$ cat config.mk
export PLATFORM = sky130hd
export DESIGN_NAME = midi_cmd_port
export DESIGN_NICKNAME = d
export VERILOG_FILES = /design/src/rtl/midi_port_pkg.sv /design/src/rtl/midi_rx_fifo.sv /design/src/rtl/midi_uart_tx.sv /design/src/rtl/midi_uart_rx.sv /design/src/rtl/midi_cmd_port.sv
export SDC_FILE = /design/constraint.sdc
export NUM_CORES = 1
export LEC_CHECK = 0
export ABC_AREA = 0
export BUFFER_PORTS_ARGS = -buffer_cell sky130_fd_sc_hd__buf_2
export CORE_MARGIN = 2
export CORE_UTILIZATION = 25
export DETAILED_ROUTE_END_ITERATION = 12
export SYNTH_ARGS = -nofsm -noshare
export SYNTH_HDL_FRONTEND = slang
export SYNTH_SLANG_ARGS = --single-unit
$ cat constraint.sdc
create_clock -name clk -period 3 [get_ports clk]
set_input_delay 0 -clock clk [delete_from_list [all_inputs] [get_ports clk]]
set_output_delay 0 -clock clk [all_outputs]
set_load 0.01 [all_outputs]
$ cat src/rtl/midi_port_pkg.sv
package midi_port_pkg;

  localparam logic [7:0] CMD_RESET  = 8'hFF;
  localparam logic [7:0] CMD_UART   = 8'h3F;
  localparam logic [7:0] ACK_BYTE   = 8'hFE;
  localparam logic [7:0] EMPTY_READ = 8'hFF;

  typedef enum logic [1:0] {
    CMD_NONE,
    CMD_DO_RESET,
    CMD_DO_UART
  } cmd_kind_e;

  typedef enum logic [2:0] {
    RX_IDLE,
    RX_START,
    RX_DATA,
    RX_STOP,
    RX_WAIT_HIGH
  } rx_state_e;

  function automatic cmd_kind_e decode_cmd(input logic [7:0] code);
    if (code == CMD_RESET) return CMD_DO_RESET;
    if (code == CMD_UART)  return CMD_DO_UART;
    return CMD_NONE;
  endfunction

  // Active-low ready flags in bits 7 and 6, sticky overrun in bit 5.
  function automatic logic [7:0] pack_status(input logic rx_avail,
                                             input logic tx_ready,
                                             input logic ovr);
    return {~rx_avail, ~tx_ready, ovr, 5'b0};
  endfunction

endpackage

$ cat src/rtl/midi_rx_fifo.sv
module midi_rx_fifo #(
  parameter int DEPTH = 4,
  parameter int W     = 8
) (
  input  logic         clk,
  input  logic         rst_n,
  input  logic         flush,
  input  logic         push,
  input  logic [W-1:0] push_data,
  input  logic         pop,
  output logic [W-1:0] head,
  output logic         empty,
  output logic         full,
  output logic         dropped
);
  localparam int AW = (DEPTH > 1) ? $clog2(DEPTH) : 1;
  localparam int CW = $clog2(DEPTH + 1);

  logic [W-1:0]  mem [DEPTH];
  logic [AW-1:0] rd_ptr, wr_ptr;
  logic [CW-1:0] cnt;
  logic          do_pop, do_push;

  function automatic logic [AW-1:0] step(input logic [AW-1:0] p);
    return (p == AW'(DEPTH - 1)) ? '0 : p + 1'b1;
  endfunction

  assign empty   = (cnt == '0);
  assign full    = (cnt == CW'(DEPTH));
  assign do_pop  = pop & ~empty;
  assign do_push = push & (~full | do_pop);
  assign dropped = push & ~flush & ~do_push;
  assign head    = mem[rd_ptr];

  always_ff @(posedge clk or negedge rst_n) begin
    if (!rst_n) begin
      rd_ptr <= '0;
      wr_ptr <= '0;
      cnt    <= '0;
    end else if (flush) begin
      rd_ptr <= '0;
      wr_ptr <= push ? step('0) : '0;
      cnt    <= push ? CW'(1) : '0;
    end else begin
      if (do_pop)  rd_ptr <= step(rd_ptr);
      if (do_push) wr_ptr <= step(wr_ptr);
      cnt <= cnt + CW'(do_push) - CW'(do_pop);
    end
  end

  always_ff @(posedge clk) begin
    if (flush && push)  mem[0]      <= push_data;
    else if (!flush && do_push) mem[wr_ptr] <= push_data;
  end


  drop_keeps_count_chk: assert property (@(posedge clk) disable iff (!rst_n)
    dropped |=> (cnt == $past(cnt)));


  pop_empty_chk: assert property (@(posedge clk) disable iff (!rst_n)
    (pop && empty && !push && !flush) |=> empty);

endmodule

$ cat src/rtl/midi_uart_tx.sv
module midi_uart_tx #(
  parameter int CLK_DIV = 8000
) (
  input  logic       clk,
  input  logic       rst_n,
  input  logic       load,
  input  logic [7:0] load_data,
  input  logic       clear,
  output logic       hold_empty,
  output logic       line_out
);
  localparam int DW = (CLK_DIV > 1) ? $clog2(CLK_DIV) : 1;

  logic          hold_v;
  logic [7:0]    hold_d;
  logic          busy;
  logic [9:0]    shreg;
  logic [3:0]    idx;
  logic [DW-1:0] div;

  assign hold_empty = ~hold_v;
  assign line_out   = busy ? shreg[0] : 1'b1;

  always_ff @(posedge clk or negedge rst_n) begin
    if (!rst_n) begin
      hold_v <= 1'b0;
      hold_d <= '0;
      busy   <= 1'b0;
      shreg  <= '1;
      idx    <= '0;
      div    <= '0;
    end else begin
      if (clear) begin
        hold_v <= 1'b0;
      end else if (load && !hold_v) begin
        hold_v <= 1'b1;
        hold_d <= load_data;
      end else if (hold_v && !busy) begin
        hold_v <= 1'b0;
        busy   <= 1'b1;
        shreg  <= {1'b1, hold_d, 1'b0};
        idx    <= '0;
        div    <= '0;
      end
      if (busy) begin
        if (div == DW'(CLK_DIV - 1)) begin
          div   <= '0;
          shreg <= {1'b1, shreg[9:1]};
          if (idx == 4'd9) busy <= 1'b0;
          else             idx  <= idx + 4'd1;
        end else begin
          div <= div + 1'b1;
        end
      end
    end
  end


  hold_moves_chk: assert property (@(posedge clk) disable iff (!rst_n)
    (hold_v && !busy && !clear) |=> (busy && !hold_v));

endmodule

$ cat src/rtl/midi_uart_rx.sv
module midi_uart_rx
  import midi_port_pkg::*;
#(
  parameter int CLK_DIV = 8000
) (
  input  logic       clk,
  input  logic       rst_n,
  input  logic       line_in,
  output logic       byte_valid,
  output logic [7:0] byte_data
);
  localparam int DW   = (CLK_DIV > 1) ? $clog2(CLK_DIV) : 1;
  localparam int HALF = (CLK_DIV > 1) ? CLK_DIV / 2 : 1;

  logic          s1, s2;
  rx_state_e     state;
  logic [DW-1:0] div;
  logic [2:0]    idx;
  logic [7:0]    shreg;

  assign byte_data = shreg;

  always_ff @(posedge clk or negedge rst_n) begin
    if (!rst_n) begin
      s1         <= 1'b1;
      s2         <= 1'b1;
      state      <= RX_IDLE;
      div        <= '0;
      idx        <= '0;
      shreg      <= '0;
      byte_valid <= 1'b0;
    end else begin
      s1         <= line_in;
      s2         <= s1;
      byte_valid <= 1'b0;
      case (state)
        RX_IDLE: if (!s2) begin
          state <= RX_START;
          div   <= '0;
        end
        RX_START: begin
          if (div == DW'(HALF - 1)) begin
            div   <= '0;
            idx   <= '0;
            state <= s2 ? RX_IDLE : RX_DATA;
          end else div <= div + 1'b1;
        end
        RX_DATA: begin
          if (div == DW'(CLK_DIV - 1)) begin
            div   <= '0;
            shreg <= {s2, shreg[7:1]};
            if (idx == 3'd7) state <= RX_STOP;
            else             idx   <= idx + 3'd1;
          end else div <= div + 1'b1;
        end
        RX_STOP: begin
          if (div == DW'(CLK_DIV - 1)) begin
            div <= '0;
            if (s2) begin
              byte_valid <= 1'b1;
              state      <= RX_IDLE;
            end else begin
              state <= RX_WAIT_HIGH;
            end
          end else div <= div + 1'b1;
        end
        RX_WAIT_HIGH: if (s2) state <= RX_IDLE;
        default: state <= RX_IDLE;
      endcase
    end
  end


  rx_single_pulse_chk: assert property (@(posedge clk) disable iff (!rst_n)
    byte_valid |=> !byte_valid);

endmodule

$ cat src/rtl/midi_cmd_port.sv
module midi_cmd_port
  import midi_port_pkg::*;
#(
  parameter int CLK_DIV    = 8000,
  parameter int FIFO_DEPTH = 4
) (
  input  logic       clk,
  input  logic       rst_n,
  input  logic       host_sel,
  input  logic       host_wr,
  input  logic       host_addr,
  input  logic [7:0] host_wdata,
  output logic [7:0] host_rdata,
  input  logic       tx_irq_en,
  input  logic       rx_irq_en,
  output logic       tx_irq,
  output logic       rx_irq,
  input  logic       midi_in,
  output logic       midi_out
);
  // Named internal events, visible to the assertions below.
  logic       data_wr, data_rd, cmd_wr, cmd_ok, cmd_rst;
  cmd_kind_e  cmd_kind;
  logic       rx_valid, rx_take, clash;
  logic [7:0] rx_byte;
  logic       fifo_push, fifo_empty, fifo_full, fifo_drop;
  logic [7:0] fifo_data, fifo_head, host_status;
  logic       tx_load, tx_hold_empty;
  logic       uart_mode, overrun;

  assign data_wr  = host_sel &  host_wr & ~host_addr;
  assign data_rd  = host_sel & ~host_wr & ~host_addr;
  assign cmd_wr   = host_sel &  host_wr &  host_addr;
  assign cmd_kind = decode_cmd(host_wdata);
  assign cmd_ok   = cmd_wr & (cmd_kind != CMD_NONE);
  assign cmd_rst  = cmd_wr & (cmd_kind == CMD_DO_RESET);

  assign rx_take   = rx_valid & uart_mode;
  assign clash     = rx_take & cmd_ok;
  assign fifo_push = cmd_ok | rx_take;
  assign fifo_data = cmd_ok ? ACK_BYTE : rx_byte;
  assign tx_load   = data_wr & uart_mode & tx_hold_empty;

  assign host_status = pack_status(~fifo_empty, tx_hold_empty, overrun);
  assign host_rdata  = host_addr ? host_status
                                 : (fifo_empty ? EMPTY_READ : fifo_head);
  assign rx_irq = rx_irq_en & ~fifo_empty;
  assign tx_irq = tx_irq_en & tx_hold_empty;

  always_ff @(posedge clk or negedge rst_n) begin
    if (!rst_n) begin
      uart_mode <= 1'b0;
      overrun   <= 1'b0;
    end else begin
      if (cmd_rst)                            uart_mode <= 1'b0;
      else if (cmd_ok)                        uart_mode <= 1'b1;
      if (cmd_rst)                            overrun   <= 1'b0;
      else if (fifo_drop || clash)            overrun   <= 1'b1;
    end
  end

  midi_rx_fifo #(.DEPTH(FIFO_DEPTH), .W(8)) fifo_i (
    .clk(clk), .rst_n(rst_n), .flush(cmd_rst), .push(fifo_push),
    .push_data(fifo_data), .pop(data_rd), .head(fifo_head),
    .empty(fifo_empty), .full(fifo_full), .dropped(fifo_drop)
  );

  midi_uart_tx #(.CLK_DIV(CLK_DIV)) tx_i (
    .clk(clk), .rst_n(rst_n), .load(tx_load), .load_data(host_wdata),
    .clear(cmd_rst), .hold_empty(tx_hold_empty), .line_out(midi_out)
  );

  midi_uart_rx #(.CLK_DIV(CLK_DIV)) rx_i (
    .clk(clk), .rst_n(rst_n), .line_in(midi_in),
    .byte_valid(rx_valid), .byte_data(rx_byte)
  );


  ack_visible_chk: assert property (@(posedge clk) disable iff (!rst_n)
    cmd_ok |=> !host_status[7]);


  reset_flush_chk: assert property (@(posedge clk) disable iff (!rst_n)
    cmd_rst |=> (!fifo_empty && fifo_head == ACK_BYTE && !host_status[5] && !uart_mode));


  ignored_cmd_chk: assert property (@(posedge clk) disable iff (!rst_n)
    (cmd_wr && !cmd_ok) |=> $stable(uart_mode));


  cmd_mode_no_tx_chk: assert property (@(posedge clk) disable iff (!rst_n)
    !uart_mode |-> tx_hold_empty);


  full_drop_flag_chk: assert property (@(posedge clk) disable iff (!rst_n)
    (fifo_full && rx_take && !data_rd && !cmd_ok) |=> host_status[5]);

endmodule

==> out/summary.json <==
{
  "sta": {
    "finalClockSkew_ns": 0.01109,
    "timing.final.hold_violations": 0,
    "timing.final.setup_violations": 0,
    "hold-worst-slack_ns": 0.03558,
    "rsz0062_at_grt": "no",
    "post-route-period-util_pct": 79.47,
    "max-slew-margin-rel_pct": 35.78,
    "max_clock_freq_ghz": 0.4194,
    "post-route-min-period_ns": 2.384,
    "fin_tns_setup_ns": 0,
    "layout_setup_ws_ns": 0.6158,
    "tightestPinTransition_ns": 0.9633,
    "final-max-slew-violation-count": 0
  },
  "power_and_ir_drop": {
    "p_total_mw": 3.777,
    "power.density_cell_area_mw_per_mm2": 627.4,
    "ir_drop_uv": 263.1,
    "standby_leakage_power_nw": 2.471
  },
  "floorplan": {
    "rows": 52,
    "ioPinCount": 27,
    "die_y_extent_um": 147.7,
    "start_util_pct": 25.51,
    "core-area_mm2": 0.02023,
    "dieArea_mm2": 0.02181,
    "die_x_um": 147.7
  },
  "clock_network": {
    "cts.root.buffer_cell": "sky130_fd_sc_hd__clkbuf_16",
    "numClockSinks": 108,
    "cts_tree": "yes",
    "ctsLongestPathBuffers": 2,
    "cts_repair_resize_count": 0,
    "clk_pin_slew_worst_paths_ns": 0.08,
    "cts_setup_buffers": 0,
    "htree_num_levels": 3,
    "clock_latency_ns": 0.35,
    "cts-buffers-inserted": 9
  },
  "logic_synthesis": {
    "synthXorXnorAreaFrac_pct": 0.6788,
    "yosysUniqueCellTypes": 59,
    "synthesis.instances": 449,
    "most_used_dff_post_synth": "sky130_fd_sc_hd__dfrtp_1",
    "synth.net_count": 476,
    "asyncSetResetFlopFracSynth_pct": 70.37,
    "synthDominantAreaCellType": "sky130_fd_sc_hd__dfrtp_1",
    "synth_enable_flop_cells": 32,
    "synth_simple_gate_area_share_pct": 18.52,
    "synth_area_leaders": "sky130_fd_sc_hd__dfrtp_1, sky130_fd_sc_hd__edfxtp_1, sky130_fd_sc_hd__dfstp_2",
    "ys_warn_count": 0,
    "synthDominantCellAreaShare_pct": 31.03,
    "synth_commonest_cells": "sky130_fd_sc_hd__dfrtp_1, sky130_fd_sc_hd__nor2_1, sky130_fd_sc_hd__nand2_1",
    "synth_sequential_area_ratio_pct": 55.76,
    "post-synth-top-count-cell": "sky130_fd_sc_hd__dfrtp_1",
    "ys_ff_latch": 108,
    "largest_family_of_logic_cells_by_synthesized_area": "simple AND/OR/NAND/NOR gates",
    "synth_area_per_cell_um2": 11.49,
    "post_synth_instance_area_mm2": 0.005161,
    "synth.area.mux_share_pct": 9.212,
    "synth_compound_gate_area_share_pct": 10.72,
    "synth_adder_area_share_pct": 3.006
  },
  "drt": {
    "topmost_layer_with_routed_signal_wires": "met4",
    "detail-route-antenna-nets": 0,
    "totalWireLength_um": 9850,
    "detailroute.via_count": 3571,
    "drt_first_iter_violations": 283,
    "remaining_routing_drc_violations": 0,
    "via_density_per_instance": 4.662,
    "wl_met3_um": 285,
    "average_detailed_routed_wire_length_per_instance_um": 12.86,
    "wl_met1_um": 4766,
    "route.met2.wl_um": 4648,
    "firstDrtPassIters": 5
  },
  "cells_and_area": {
    "share_of_layout_cells_above_drive_strength_1_pct": 22.78,
    "final_nets": 518,
    "filler_cell_count": 2048,
    "n_antenna_cell": 0,
    "layout.cell_area.non_filler_mm2": 0.006020,
    "ff_latch_area_mm2": 0.002878,
    "p_r_area_growth_vs_syn_pct": 16.63,
    "multiInputGateArea_mm2": 0.002175
  },
  "worst_setup_path": {
    "timing.rr.start": "fifo_i.cnt[1]$_DFF_PN0_",
    "critical_path.most_common_cell": "sky130_fd_sc_hd__inv_1",
    "regToRegEndpoint": "fifo_i.cnt[2]$_DFF_PN0_",
    "crit_buf_inv": 5,
    "critical-path-top-delay-family": "buffers and inverters",
    "cp_max_fo": 10,
    "crit_path_cell_trace": "dlygate4sd3_1, buf_2, nand4_1, nor4_2, buf_4, o21bai_1, inv_1, ha_1, inv_1, fa_1, xor2_1, xnor2_1, nor2_1",
    "cp.required_ns": 3.25,
    "setup.worst_path.end_class": "flip-flop",
    "timing_worst_setup_path_type": "in -> reg",
    "critical_path.max_stage_delay_ns": 0.54,
    "timing.critical_path.slowest_stage_cell": "sky130_fd_sc_hd__dlygate4sd3_1",
    "type_of_element_launching_the_critical_path": "input pin",
    "flop_to_flop_setup_slack_ns": 0.71,
    "worstPathArrival_ns": 2.63,
    "r2r.worst_path.cells": 10
  },
  "placed_design": {
    "post_dp_cell_area_mm2": 0.005632,
    "portBuffers": 26,
    "post-dp-hpwl_um": 6737,
    "setup_ws_pre_cts_ns": 0.6953,
    "globalplace.congestion": 0.7912
  },
  "global_routing": {
    "number_of_global_route_vias_before_repair": 3538,
    "number_of_antenna_violations_at_the_first_check_in_global_routing": 0,
    "gr-total-overflow": 0,
    "grt_max_degree": 77,
    "total_grt_usage_pct": 9.574,
    "first_pass_grt_wire_length_um": 16960
  },
  "hold_path": {
    "hp-class": "in -> reg",
    "timing.hold.worst.start": "host_wr",
    "hold_path_end": "fifo_i.rd_ptr[1]$_DFFE_PN0P_",
    "hold-path-cell-count": 4
  },
  "job": {
    "timing.max_cap.violations": 0
  },
  "run_status": {
    "status": "finished, final reports clean"
  }
}
[worst max-delay path by stage]
| stage | to | startpoint | cells after the start | slack, ns |
|---|---|---|---|---|
| global placement | fifo_i.cnt[2]$_DFF_PN0_ | fifo_i.cnt[1]$_DFF_PN0_ | 10 | 0.81 |
| detailed placement | fifo_i.cnt[2]$_DFF_PN0_ | fifo_i.cnt[1]$_DFF_PN0_ | 10 | 0.70 |
| CTS | fifo_i.cnt[2]$_DFF_PN0_ | host_wdata[1] | 13 | 0.64 |
| floorplan | fifo_i.cnt[2]$_DFF_PN0_ | fifo_i.cnt[2]$_DFF_PN0_ | 10 | 0.44 |
| global route | fifo_i.cnt[2]$_DFF_PN0_ | host_wdata[2] | 13 | 0.42 |
| finish | fifo_i.cnt[2]$_DFF_PN0_ | host_wdata[2] | 13 | 0.62 |
[state kept, by name, summed over array words and instances, names as in the netlist]
name and count:
tx_i.hold_v 1, rx_i.idx 3, tx_i.idx 4, fifo_i.mem 32, rx_i.state 3, tx_i.shreg 10, fifo_i.wr_ptr 2, tx_i.hold_d 8
rx_i.byte_data 8, rx_i.s2 1, overrun 1, fifo_i.cnt 3, rx_i.div 13, tx_i.busy 1, uart_mode 1, fifo_i.rd_ptr 2
rx_i.s1 1, rx_i.byte_valid 1, tx_i.div 13
[area by class of cell]
cell class                      instances  share of cell area, %
Timing Repair Buffer                   46                  5.155
Sequential cell                       108                  47.81
Tap cell                              270                  5.612
Clock buffer                           10                  3.804
Clock inverter                          6                 0.8106
Inverter                               11                 0.6859
Multi-Input combinational cell        315                  36.13
[per-layer routing]
metal | track usage (%) | vias to the layer above
met2 | 15.14 | 47
met3 | 2.191 | 13
met4 | 3.462 | 0
met5 | 0 | -
li1 | - | 1726
met1 | 12.89 | 1785
[layout by cell type (no fill, tap or decap), drive strengths merged, types with 7 or more instances in the layout]
cell         netlist  final
mux4               8      8
a21boi             8      8
nor2              39     39
nor3              13     13
inv               11     12
dlygate4sd3        0     11
nand2             37     37
nand4             10     10
dfstp             12     12
dfrtp             64     64
buf                4     35
ha                10     10
mux2i              7      7
clkbuf            11     10
o21ai             27     27
a21oi             25     25
nand3             19     19
or2               13     13
or3                7      7
mux2              20     20
edfxtp            32     32
[metrics by stage]
stage | std cells | util [%]
floorplan | 449 | -
global placement | 739 | 27.83
detailed placement | 739 | 27.83
CTS | 766 | 29.75
global route | 766 | 29.75
finish | 766 | 29.75
[what timing repair did]
| action | 4_1_cts | 5_1_grt |
|---|---|---|
| hold buffers | 11 | 0 |
| endpoints found under the setup margin | 0 | 0 |
| hold endpoints to repair | 74 | 0 |
[tightest hold or removal path: stages]
cell                      delay, ns
sky130_fd_sc_hd__buf_2         0.12
sky130_fd_sc_hd__nor3_1        0.10
sky130_fd_sc_hd__nand2_1       0.08
sky130_fd_sc_hd__a21oi_1       0.05
[where the power goes]
| part | switching [mW] | internal (mW) | total, mW |
|---|---|---|---|
| logic | 0.312 | 0.392 | 0.704 |
| registers | 0.242 | 1.72 | 1.96 |
| clock network | 0.541 | 0.570 | 1.11 |
[logic make-up (layout without fill, tap and decap cells)]
| family | count (synthesis) | in the layout |
|---|---|---|
| AOI/OAI and AO/OA | 87 | 87 |
| xor gates and xnor gates | 4 | 4 |
| adders and majority gates | 12 | 12 |
| buffers and inverters | 26 | 73 |
| DFF | 108 | 108 |
| muxes | 35 | 35 |
| and+or+nand+nor | 177 | 177 |
(Power assumes the default switching activity.)
